**config.mk**
```make
export PLATFORM = sky130hd
export DESIGN_NAME = sdram_trace_cap
export DESIGN_NICKNAME = d
export VERILOG_FILES = /design/src/rtl/sdram_trace_pkg.sv /design/src/rtl/sdram_row_tracker.sv /design/src/rtl/sdram_read_pipe.sv /design/src/rtl/sdram_trace_fifo.sv /design/src/rtl/sdram_trace_cap.sv
export SDC_FILE = /design/constraint.sdc
export NUM_CORES = 1
export LEC_CHECK = 0
export BUFFER_PORTS_ARGS = -buffer_cell sky130_fd_sc_hd__buf_2
export CAP_MARGIN = 10
export CORE_MARGIN = 2
export CORE_UTILIZATION = 54
export DETAILED_ROUTE_END_ITERATION = 6
export PLACE_DENSITY = 0.76
export SLEW_MARGIN = 30
export SYNTH_ARGS = -nofsm -noshare
export SYNTH_HDL_FRONTEND = slang
export SYNTH_SLANG_ARGS = --single-unit
```
**constraint.sdc**
```tcl
create_clock -name clk -period 2.5 [get_ports clk]
set_input_delay 0.125 -clock clk [delete_from_list [all_inputs] [get_ports clk]]
set_output_delay 0.125 -clock clk [all_outputs]
set_load 0.01 [all_outputs]
```
**src/rtl/sdram_trace_pkg.sv**
```systemverilog
// Package: shared command type and decoder for the SDRAM trace capture.
// Assumes standard SDRAM command encoding on active-low lines.
package sdram_trace_pkg;

    typedef enum logic [2:0] {
        CMD_NOP,
        CMD_ACT,
        CMD_RD,
        CMD_WR,
        CMD_PRE,
        CMD_REF,
        CMD_OTHER
    } sdram_cmd_e;

    // Map the four command lines to a decoded command.
    function automatic sdram_cmd_e decode_cmd(input logic cs_n, input logic ras_n,
                                              input logic cas_n, input logic we_n);
        if (cs_n) return CMD_NOP;
        case ({ras_n, cas_n, we_n})
            3'b111:  return CMD_NOP;
            3'b011:  return CMD_ACT;
            3'b101:  return CMD_RD;
            3'b100:  return CMD_WR;
            3'b010:  return CMD_PRE;
            3'b001:  return CMD_REF;
            default: return CMD_OTHER;
        endcase
    endfunction

endpackage

```
**src/rtl/sdram_row_tracker.sv**
```systemverilog
// Module: sdram_row_tracker
// Holds one open/closed bit and one row register per bank. It reports the
// state of the bank addressed in the current cycle, as it stood before this
// cycle's command. Assumes the auto-precharge / precharge-all bit sits at
// AP_BIT of the multiplexed address.
module sdram_row_tracker
    import sdram_trace_pkg::*;
#(
    parameter int BANK_W = 2,
    parameter int ROW_W  = 13,
    parameter int AP_BIT = 10
) (
    input  logic              clk,
    input  logic              rst_n,
    input  sdram_cmd_e        cmd,
    input  logic [BANK_W-1:0] bank,
    input  logic [ROW_W-1:0]  addr,
    output logic              open_o,
    output logic [ROW_W-1:0]  row_o
);
    localparam int NUM_BANKS = 1 << BANK_W;

    logic [NUM_BANKS-1:0] open_q;
    logic [ROW_W-1:0]     row_q [NUM_BANKS];

    // Update per-bank row state from activate, precharge and auto-precharge.
    always_ff @(posedge clk) begin
        if (!rst_n) begin
            open_q <= '0;
            for (int i = 0; i < NUM_BANKS; i++) row_q[i] <= '0;
        end else begin
            case (cmd)
                CMD_ACT: begin
                    open_q[bank] <= 1'b1;
                    row_q[bank]  <= addr;
                end
                CMD_PRE: begin
                    if (addr[AP_BIT]) open_q <= '0;
                    else              open_q[bank] <= 1'b0;
                end
                CMD_RD, CMD_WR: begin
                    if (addr[AP_BIT]) open_q[bank] <= 1'b0;
                end
                default: ;
            endcase
        end
    end

    // Report the addressed bank's state before this cycle's update.
    always_comb begin
        open_o = open_q[bank];
        row_o  = row_q[bank];
    end

endmodule

```
**src/rtl/sdram_read_pipe.sv**
```systemverilog
// Module: sdram_read_pipe
// Delay line of read-command descriptors, MAX_CL stages long. A descriptor
// pushed on edge t sits in stage k after edge t+k. The stage picked by sel
// (sel-1) therefore holds the read issued sel clocks before the current edge.
// A sel of 0 or above MAX_CL selects nothing.
module sdram_read_pipe #(
    parameter int DESC_W = 26,
    parameter int MAX_CL = 3,
    parameter int SEL_W  = 2
) (
    input  logic              clk,
    input  logic              rst_n,
    input  logic              push,
    input  logic [DESC_W-1:0] push_desc,
    input  logic [SEL_W-1:0]  sel,
    output logic              out_valid,
    output logic [DESC_W-1:0] out_desc
);
    logic [MAX_CL-1:0] vld_all;
    logic [DESC_W-1:0] desc_all [MAX_CL];

    for (genvar k = 0; k < MAX_CL; k++) begin : g_stage
        logic              v_q;
        logic [DESC_W-1:0] d_q;
        if (k == 0) begin : g_head
            // First stage takes this cycle's read command.
            always_ff @(posedge clk) begin
                if (!rst_n) begin
                    v_q <= 1'b0;
                    d_q <= '0;
                end else begin
                    v_q <= push;
                    d_q <= push_desc;
                end
            end
        end else begin : g_tail
            // Later stages shift the previous stage along.
            always_ff @(posedge clk) begin
                if (!rst_n) begin
                    v_q <= 1'b0;
                    d_q <= '0;
                end else begin
                    v_q <= vld_all[k-1];
                    d_q <= desc_all[k-1];
                end
            end
        end
        assign vld_all[k]  = v_q;
        assign desc_all[k] = d_q;
    end

    // Pick the stage matching the configured latency.
    always_comb begin
        out_valid = 1'b0;
        out_desc  = '0;
        for (int k = 0; k < MAX_CL; k++) begin
            if (int'(sel) == k + 1) begin
                out_valid = vld_all[k];
                out_desc  = desc_all[k];
            end
        end
    end

endmodule

```
**src/rtl/sdram_trace_fifo.sv**
```systemverilog
// Module: sdram_trace_fifo
// Small first-in first-out queue with a valid/ready output. The caller must
// not push while full. Pop and push may occur on the same edge.
module sdram_trace_fifo #(
    parameter int W     = 60,
    parameter int DEPTH = 4
) (
    input  logic         clk,
    input  logic         rst_n,
    input  logic         push,
    input  logic [W-1:0] din,
    output logic         full,
    output logic         out_valid,
    input  logic         out_ready,
    output logic [W-1:0] dout
);
    localparam int PTR_W = (DEPTH > 1) ? $clog2(DEPTH) : 1;
    localparam int CNT_W = $clog2(DEPTH + 1);

    logic [W-1:0]     mem_q [DEPTH];
    logic [PTR_W-1:0] wr_ptr_q, rd_ptr_q;
    logic [CNT_W-1:0] count_q;
    logic             do_push, do_pop;

    // Derive handshake events from occupancy.
    always_comb begin
        full      = (count_q == CNT_W'(DEPTH));
        out_valid = (count_q != '0);
        do_push   = push && !full;
        do_pop    = out_valid && out_ready;
        dout      = mem_q[rd_ptr_q];
    end

    // Store pushed records; storage needs no reset.
    always_ff @(posedge clk) begin
        if (do_push) mem_q[wr_ptr_q] <= din;
    end

    // Advance pointers and occupancy.
    always_ff @(posedge clk) begin
        if (!rst_n) begin
            wr_ptr_q <= '0;
            rd_ptr_q <= '0;
            count_q  <= '0;
        end else begin
            if (do_push)
                wr_ptr_q <= (wr_ptr_q == PTR_W'(DEPTH - 1)) ? '0 : wr_ptr_q + 1'b1;
            if (do_pop)
                rd_ptr_q <= (rd_ptr_q == PTR_W'(DEPTH - 1)) ? '0 : rd_ptr_q + 1'b1;
            case ({do_push, do_pop})
                2'b10:   count_q <= count_q + 1'b1;
                2'b01:   count_q <= count_q - 1'b1;
                default: ;
            endcase
        end
    end

endmodule

```
**src/rtl/sdram_trace_cap.sv**
```systemverilog
// Module: sdram_trace_cap (top)
// Passive capture of SDRAM bus transfers into a trace stream. It decodes
// commands, tracks open rows, delays read addresses by the CAS latency and
// builds one record per strobe. Assumes cas_lat is held steady while reads
// are in flight and that the strobe marks exactly the data beats.
module sdram_trace_cap
    import sdram_trace_pkg::*;
#(
    parameter int BANK_W     = 2,
    parameter int ROW_W      = 13,
    parameter int COL_W      = 10,
    parameter int DATA_W     = 32,
    parameter int MAX_CL     = 3,
    parameter int FIFO_DEPTH = 4,
    parameter int AP_BIT     = 10,
    parameter int CL_W       = 2
) (
    input  logic                          clk,
    input  logic                          rst_n,
    input  logic                          mem_strobe,
    input  logic                          mem_fetch,
    input  logic                          mem_cs_n,
    input  logic                          mem_ras_n,
    input  logic                          mem_cas_n,
    input  logic                          mem_we_n,
    input  logic [BANK_W-1:0]             mem_bank,
    input  logic [ROW_W-1:0]              mem_addr,
    input  logic [DATA_W-1:0]             mem_data,
    input  logic [CL_W-1:0]               cas_lat,
    input  logic                          tr_ready,
    output logic                          tr_valid,
    output logic [BANK_W+ROW_W+COL_W-1:0] tr_addr,
    output logic [DATA_W-1:0]             tr_data,
    output logic                          tr_write,
    output logic                          tr_fetch,
    output logic                          tr_err,
    output logic                          tr_overflow
);
    localparam int PA_W    = BANK_W + ROW_W + COL_W;
    localparam int DESC_W  = 1 + PA_W;
    localparam int ENTRY_W = 3 + DATA_W + PA_W;

    sdram_cmd_e        cmd;
    logic              bank_open;
    logic [ROW_W-1:0]  bank_row;
    logic [ROW_W-1:0]  row_eff;
    logic [PA_W-1:0]   cur_pa;
    logic [DESC_W-1:0] cur_desc;
    logic              rd_hit;
    logic [DESC_W-1:0] rd_desc;
    logic [ENTRY_W-1:0] entry;
    logic              q_full;
    logic              q_push;
    logic [ENTRY_W-1:0] q_dout;
    logic              ovf_q;

    // Decode the bus command of this cycle.
    always_comb cmd = decode_cmd(mem_cs_n, mem_ras_n, mem_cas_n, mem_we_n);

    sdram_row_tracker #(
        .BANK_W (BANK_W),
        .ROW_W  (ROW_W),
        .AP_BIT (AP_BIT)
    ) i_rows (
        .clk    (clk),
        .rst_n  (rst_n),
        .cmd    (cmd),
        .bank   (mem_bank),
        .addr   (mem_addr),
        .open_o (bank_open),
        .row_o  (bank_row)
    );

    // Form this cycle's physical address and error bit for a column command.
    always_comb begin
        row_eff  = bank_open ? bank_row : '0;
        cur_pa   = {mem_bank, row_eff, mem_addr[COL_W-1:0]};
        cur_desc = {!bank_open, cur_pa};
    end

    sdram_read_pipe #(
        .DESC_W (DESC_W),
        .MAX_CL (MAX_CL),
        .SEL_W  (CL_W)
    ) i_rdpipe (
        .clk       (clk),
        .rst_n     (rst_n),
        .push      (cmd == CMD_RD),
        .push_desc (cur_desc),
        .sel       (cas_lat),
        .out_valid (rd_hit),
        .out_desc  (rd_desc)
    );

    // Build the record: same-cycle write, delayed read, or unmatched error.
    always_comb begin
        if (cmd == CMD_WR)
            entry = {cur_desc[PA_W], 1'b0, 1'b1, mem_data, cur_pa};
        else if (rd_hit)
            entry = {rd_desc[PA_W], mem_fetch, 1'b0, mem_data, rd_desc[PA_W-1:0]};
        else
            entry = {1'b1, mem_fetch, 1'b0, mem_data, {PA_W{1'b0}}};
        q_push = mem_strobe && !q_full;
    end

    sdram_trace_fifo #(
        .W     (ENTRY_W),
        .DEPTH (FIFO_DEPTH)
    ) i_fifo (
        .clk       (clk),
        .rst_n     (rst_n),
        .push      (q_push),
        .din       (entry),
        .full      (q_full),
        .out_valid (tr_valid),
        .out_ready (tr_ready),
        .dout      (q_dout)
    );

    // Remember that a strobe found the queue full.
    always_ff @(posedge clk) begin
        if (!rst_n)                  ovf_q <= 1'b0;
        else if (mem_strobe && q_full) ovf_q <= 1'b1;
    end

    // Unpack the head record onto the output fields.
    always_comb begin
        {tr_err, tr_fetch, tr_write, tr_data, tr_addr} = q_dout;
        tr_overflow = ovf_q;
    end

endmodule

```
==> impl_results.md, run 1 <==
* WP data required at 2380 ps
* Internal Power at 0.0117 W
* DR WL/cell at 19.6 um
* Fmax at 461 MHz
* Crit-path max cell delay at 570 ps
* Status: finished, final reports clean
* Max clock buf depth at 3
* Io pins at 120
* DRC Markers at 0
* Slew headroom at 53.1%
* Most common library cells after synthesis: edfxtp_1 (292), and2_1 (122), dfxtp_1 (95)
* Area delta synth->final at 19.6%
* Vias in the first global route at 8,029
* Detailed placer's ending HPWL at 16.7 mm
* Pin count of the biggest net entering global routing at 51
* First-pass GRT wire length at 43.5 mm
* Htree depth at 2
* GR Util met3 at 3.59%
* Fin area at 17,700 um^2
* Initial DRC Count at 619
* Comb pwr share at 16.2%
* Synth cell types at 42
* Number of routed nets with antenna violations at 0
* Die area at 28,700 um^2
* Sequential Area at 10,700 um^2
* Sequential share of power at 49.0%
* Post-synth EDFFs at 292
* Die Ht at 170 um
* Main flop type after synthesis: edfxtp_1
* Synthesized instance count at 833
* Inserted Diodes at 0
* Synth Warn # at 0
* Static Leak at 6.37 nW
* Clock sinks at 387
* Peak supply drop at 0.507 mV
* Via/cell ratio at 5.60
* CP delay by family, top: flip-flops
* Critical-path maximum fanout at 17
* Top cell type by total area after synthesis: edfxtp_1
* Gr busiest metal: met2
* Final Critical Period at 2170 ps
* Unrepaired setup endpoints after global routing: no
* Critical Path Start Type: flip-flop
* Area after DPL at 16,000 um^2
* Total gr overflow at 0
* Placer's final routability congestion estimate at 0.738
* Initial antenna violation count at 0
* Top-count cell post-synth: edfxtp_1
* Clock skew at 14.3 ps
* Worst slew pin tran at 704 ps
* Slew Viols, Final at 0
* Num CTS Buffers at 38
* Hold Slack at 45.3 ps
* Slowest cell on crit path: dfxtp_4
* CTS root buf: clkbuf_16
* M2 GR Usage at 32.2%
* Clock Power Share at 34.8%
* Final setup vio count at 0
* Endpoints failing hold at 0
* Die X at 170 um
* CTS tree: done
* DRT Pass-1 Iters at 5
* Cell Pwr Density at 873 nW/um^2
* Worst-path clk slew at 60 ps
* # rows at 60
* Syn_area_per_cell at 17.8 um^2
* Routed via count at 7,840
* Clock latency at the later pin of the worst-skew pair at 520 ps
* Top-area cell type share of the netlist area at 59.3%
* Critical Path, Cell by Cell: buf_4 > mux4_2 > buf_2
* Crit. End Element: primary output
* Core area at 27,000 um^2
* Setup TNS at 0 ps
* Global Route Usage Sum at 19.5%
* Ranking of synthesized cells by area: edfxtp_1 (59%), dfxtp_1 (13%), mux4_2 (11%), and2_1 (5.2%), mux2_2 (2.0%)
* Mapped cell area at 14,800 um^2
* Hold WC Path Type: input port to flip-flop
* Met1 usage at 27.1%
* CP Buf/Inv Count at 2
* Layout cells sized above 1 at 30.0%
* Syn Nets at 898
* Worst EP arrival at 2050 ps
* Sequential area share after synthesis at 72.1%
* Fill count at 1,813
* Layout Nets at 1,094
* Multi-input logic area at 3830 um^2
* Total wire length at 27.4 mm
* Async SR Flop Fraction at 0%
* Starting Density at 54.9%
* Port Buffer Count at 119
* Switch Pwr at 0.00372 W
* CTS resizes at 0
* Register bit total from synthesis at 387
* Max-cap viol count at 0
* Ratio of final minimum period to clock period at 86.8%
* Worst setup path class: flip-flop to primary output
* Sw frac at 24.1%
power by group through the flow:
stage          Combinational [W]  Sequential [W]  Clock (W)
2_1_floorplan            0.00161         0.00760          0
3_3_place_gp             0.00246         0.00769          0
3_5_place_dp             0.00248         0.00771          0
4_1_cts                  0.00255         0.00758    0.00549
5_1_grt                  0.00271         0.00762    0.00574
6_report                 0.00251         0.00757    0.00537
final timing paths:
check                                                       startpoint                                     end  slack, ps  depth (start not counted)
worst max-delay path                                         flip-flop                              tr_data[1]        330                          3
worst min-delay path                                         mem_fetch           i_fifo.mem_q[2][58]$_DFFE_PP_         50                          2
worst max register to register          i_fifo.count_q[0]$_SDFFE_PN0P_          i_fifo.count_q[2]$_SDFFE_PN0P_        440                          9
worst min register to register  i_rdpipe.g_stage[1].d_q[17]$_SDFF_PN0_  i_rdpipe.g_stage[2].d_q[17]$_SDFF_PN0_        450                          1
metrics by stage:
| step | setup WS (ps) | utilization [%] | total power [W] | instances |
|---|---|---|---|---|
| global placement | 477 | 59.4 | 0.0101 | 1279 |
| global route | 197 | 65.6 | 0.0161 | 1400 |
| finish | 329 | 65.6 | 0.0155 | 1400 |
| floorplan | 447 | - | 0.00921 | 833 |
| detailed placement | 449 | 59.4 | 0.0102 | 1279 |
| CTS | 272 | 65.6 | 0.0156 | 1400 |
layout make-up:
type                            instances  area share, %
Sequential cell                       387           60.3
Tap cell                              341           2.41
Inverter                                8          0.170
Clock buffer                           54           6.00
Timing Repair Buffer                  207           8.74
Multi-Input combinational cell        387           21.6
Clock inverter                         16          0.707
routing by layer:
metal / vias up / share of wire, %
met2: 232 / 49
met3: 36 / 5.3
met5: - / 0
met4: 0 / 1.4
li1: 3612 / -
met1: 3960 / 44
flip-flops by register name (all words and copies together), names as in the netlist, named ones only:
name and cells:
i_fifo.rd_ptr_q 2, i_rows.row_q 52, i_fifo.count_q 3, i_rdpipe.g_stage.d_q 78
i_fifo.wr_ptr_q 2, i_fifo.mem_q 240, i_rows.open_q 4, tr_overflow 1
i_rdpipe.g_stage.v_q 3
kinds of logic (layout without fill, tap and decap cells):
family | after synthesis | count (layout) | synth area share (%)
DFF | 387 | 387 | 72.1
and+or+nand+nor | 201 | 201 | 7.93
buffers and inverters | 59 | 285 | 2.06
adders and majority gates | 7 | 7 | 0.643
AOI/OAI and AO/OA | 74 | 74 | 3.57
xor gates and xnor gates | 2 | 2 | 0.118
muxes | 103 | 103 | 13.6
layout by cell type, fill, tap and decap left out, types with 5 or more instances in the layout:
cell             n
o31ai_1         25
buf_2          119
a21oi_1         11
clkbuf_8         5
dlygate4sd3_1   51
edfxtp_1       292
o21ai_0          5
nor2_1          13
buf_12          13
mux4_1           5
clkinv_2         6
nand2_1         23
and3_1          13
inv_1            8
a22oi_1         25
ha_1             6
and2_1         118
clkbuf_16       38
nand3_1         14
clkbuf_1        11
dfxtp_1         93
mux4_2          69
mux2_2          26
buf_4           24
repair_timing:
action                                 in CTS  in global routing
buffers inserted                            0                  0
hold buffers                               51                  0
endpoints found under the hold margin     185                  0
Power figures use the tool's default switching activity.
==> run 2: changes to the inputs <==
- PLACE_DENSITY: 0.76 -> 0.88
- REMOVE_ABC_BUFFERS: not set -> 1
==> run 2 against run 1 <==
Clock power grew 5.0%. Flip-flop and latch count unchanged. Non-clock buffer count unchanged. Design area rose by 0.13%. Setup slack improved by 10 ps. Largest cell class unchanged.
==> impl_results.md, run 2 (synthesis results as in run 1) <==
* Status: finished, final reports clean
* Crit-path max cell delay at 550 ps
* Worst-path clk slew at 60 ps
* Via/cell ratio at 5.68
* Total gr overflow at 0
* WP data required at 2380 ps
* Total wire length at 29.0 mm
* Num CTS Buffers at 39
* Most frequent cells in the layout: edfxtp_1 (292), buf_2 (119), and2_1 (118)
* Worst setup path class: flip-flop to primary output
* Layout cells sized above 1 at 30.3%
* Critical Path, Cell by Cell: buf_4 > mux4_2 > buf_2
* Final setup vio count at 0
* Detailed placer's ending HPWL at 17.6 mm
* Largest Register: i_fifo.mem_q
* Hold WC Path Type: input port to flip-flop
* Number of routed nets with antenna violations at 0
* DRC Markers at 0
* Clock latency at the later pin of the worst-skew pair at 530 ps
* Clock skew at 21.2 ps
* Initial antenna violation count at 0
* Critical Path Start Type: flip-flop
* Max FFs per register at 240
* Placer's final routability congestion estimate at 0.771
* Fin cells at 1,402
* # rows at 60
* Commonest non-fill, non-tap cell in the layout: edfxtp_1
* Slowest cell on crit path: mux4_2
* Setup TNS at 0 ps
* Inserted Diodes at 0
* Htree depth at 2
* Hold Crit Start: mem_fetch
* DRT Pass-1 Iters at 5
* Core area at 27,000 um^2
* CTS tree: done
* Pin count of the biggest net entering global routing at 79
* Worst EP arrival at 2040 ps
* Max clock buf depth at 3
* Die X at 170 um
* Cell Pwr Density at 888 nW/um^2
* Critical R2R Launch: i_fifo.count_q[0]$_SDFFE_PN0P_
* Area delta synth->final at 19.7%
* Layout Nets at 1,095
* Hold Buf Count CTS at 51
* Final Critical Period at 2160 ps
* Slew Viols, Final at 0
* Top Registers: i_fifo.mem_q (240), i_rdpipe.g_stage.d_q (78), i_rows.row_q (52)
* First-pass GRT wire length at 45.6 mm
* Initial DRC Count at 616
* Slew headroom at 59.5%
* Placed cell count at 1,279
* Crit. End Element: primary output
* Global Route Usage Sum at 20.7%
* # Post-CTS Setup Buffers at 0
* Vias in the first global route at 8,514
* Io pins at 120
* Critical-path maximum fanout at 12
* Starting Density at 54.9%
* Fmax at 463 MHz
* CTS resizes at 0
* Die Ht at 170 um
* Routed via count at 7,964
* CTS root buf: clkbuf_16
* Clock sinks at 387
* Worst slew pin tran at 608 ps
* Endpoints failing hold at 0
* Unrepaired setup endpoints after global routing: no
* Static Leak at 6.41 nW
* Port Buffer Count at 119
* Ratio of final minimum period to clock period at 86.4%
* Max-cap viol count at 0
* Peak supply drop at 0.755 mV
* Die area at 28,700 um^2
* DR WL/cell at 20.7 um
==> run 2: cell count changes in the layout (fill, tap and decap cells not counted), sizes merged <==
cell      before  now
clkbuf        54   56
bufinv         1    0
clkinv        12   13
clkinvlp       1    0
inv           10   11
==> run 2: critical path: cells and delay by family (launching register included) <==
kind | cells | cell delay (ps)
buffers and inverters | 2 | 460
flip-flops | 1 | 490
multiplexers | 1 | 550
==> run 2: through the flow <==
stage / utilization [%] / cell area, um^2 / hold WS [ps] / power [W] / setup slack, ps
3_5_place_dp: 59.1 / 15900 / 344 / 0.0102 / 507
3_3_place_gp: 59.1 / 15900 / 339 / 0.0101 / 571
4_1_cts: 65.7 / 17700 / 14.1 / 0.0159 / 279
5_1_grt: 65.7 / 17700 / 20.3 / 0.0163 / 217
2_1_floorplan: - / 14500 / 224 / 0.00918 / -879
6_report: 65.7 / 17700 / 20.0 / 0.0157 / 339
==> run 2: per-layer routing <==
metal  wire length, um  GRT usage, %  share of wire, %
met1             11800          25.8                41
met2             14800          37.0                51
met3              1690          3.47               5.8
met4               735          6.91               2.5
met5                 0             0                 0
==> run 2: layout make-up <==
cell class | instances | area (um^2)
Clock buffer | 56 | 1180
Multi-Input combinational cell | 387 | 3830
Inverter | 8 | 30.0
Sequential cell | 387 | 10700
Fill cell | 1740 | 9240
Timing Repair Buffer | 207 | 1470
Tap cell | 341 | 427
Clock inverter | 16 | 93.8
==> run 2: power by group <==
part	leakage [nW]	switching (W)	total, W	internal [W]
logic	2.22	0.00131	0.00253	0.00122
registers	3.55	0.000166	0.00755	0.00739
clock network	0.634	0.00232	0.00564	0.00332
==> run 2: path summary, 6_finish.rpt <==
kind                            slack, ps                                endpoint  cells past startpoint
worst min register to register        440  i_rdpipe.g_stage[2].d_q[17]$_SDFF_PN0_                      1
worst min-delay path                   20           i_fifo.mem_q[3][58]$_DFFE_PP_                      2
worst max register to register        460          i_fifo.count_q[2]$_SDFFE_PN0P_                      9
worst max-delay path                  340                             tr_addr[13]                      3
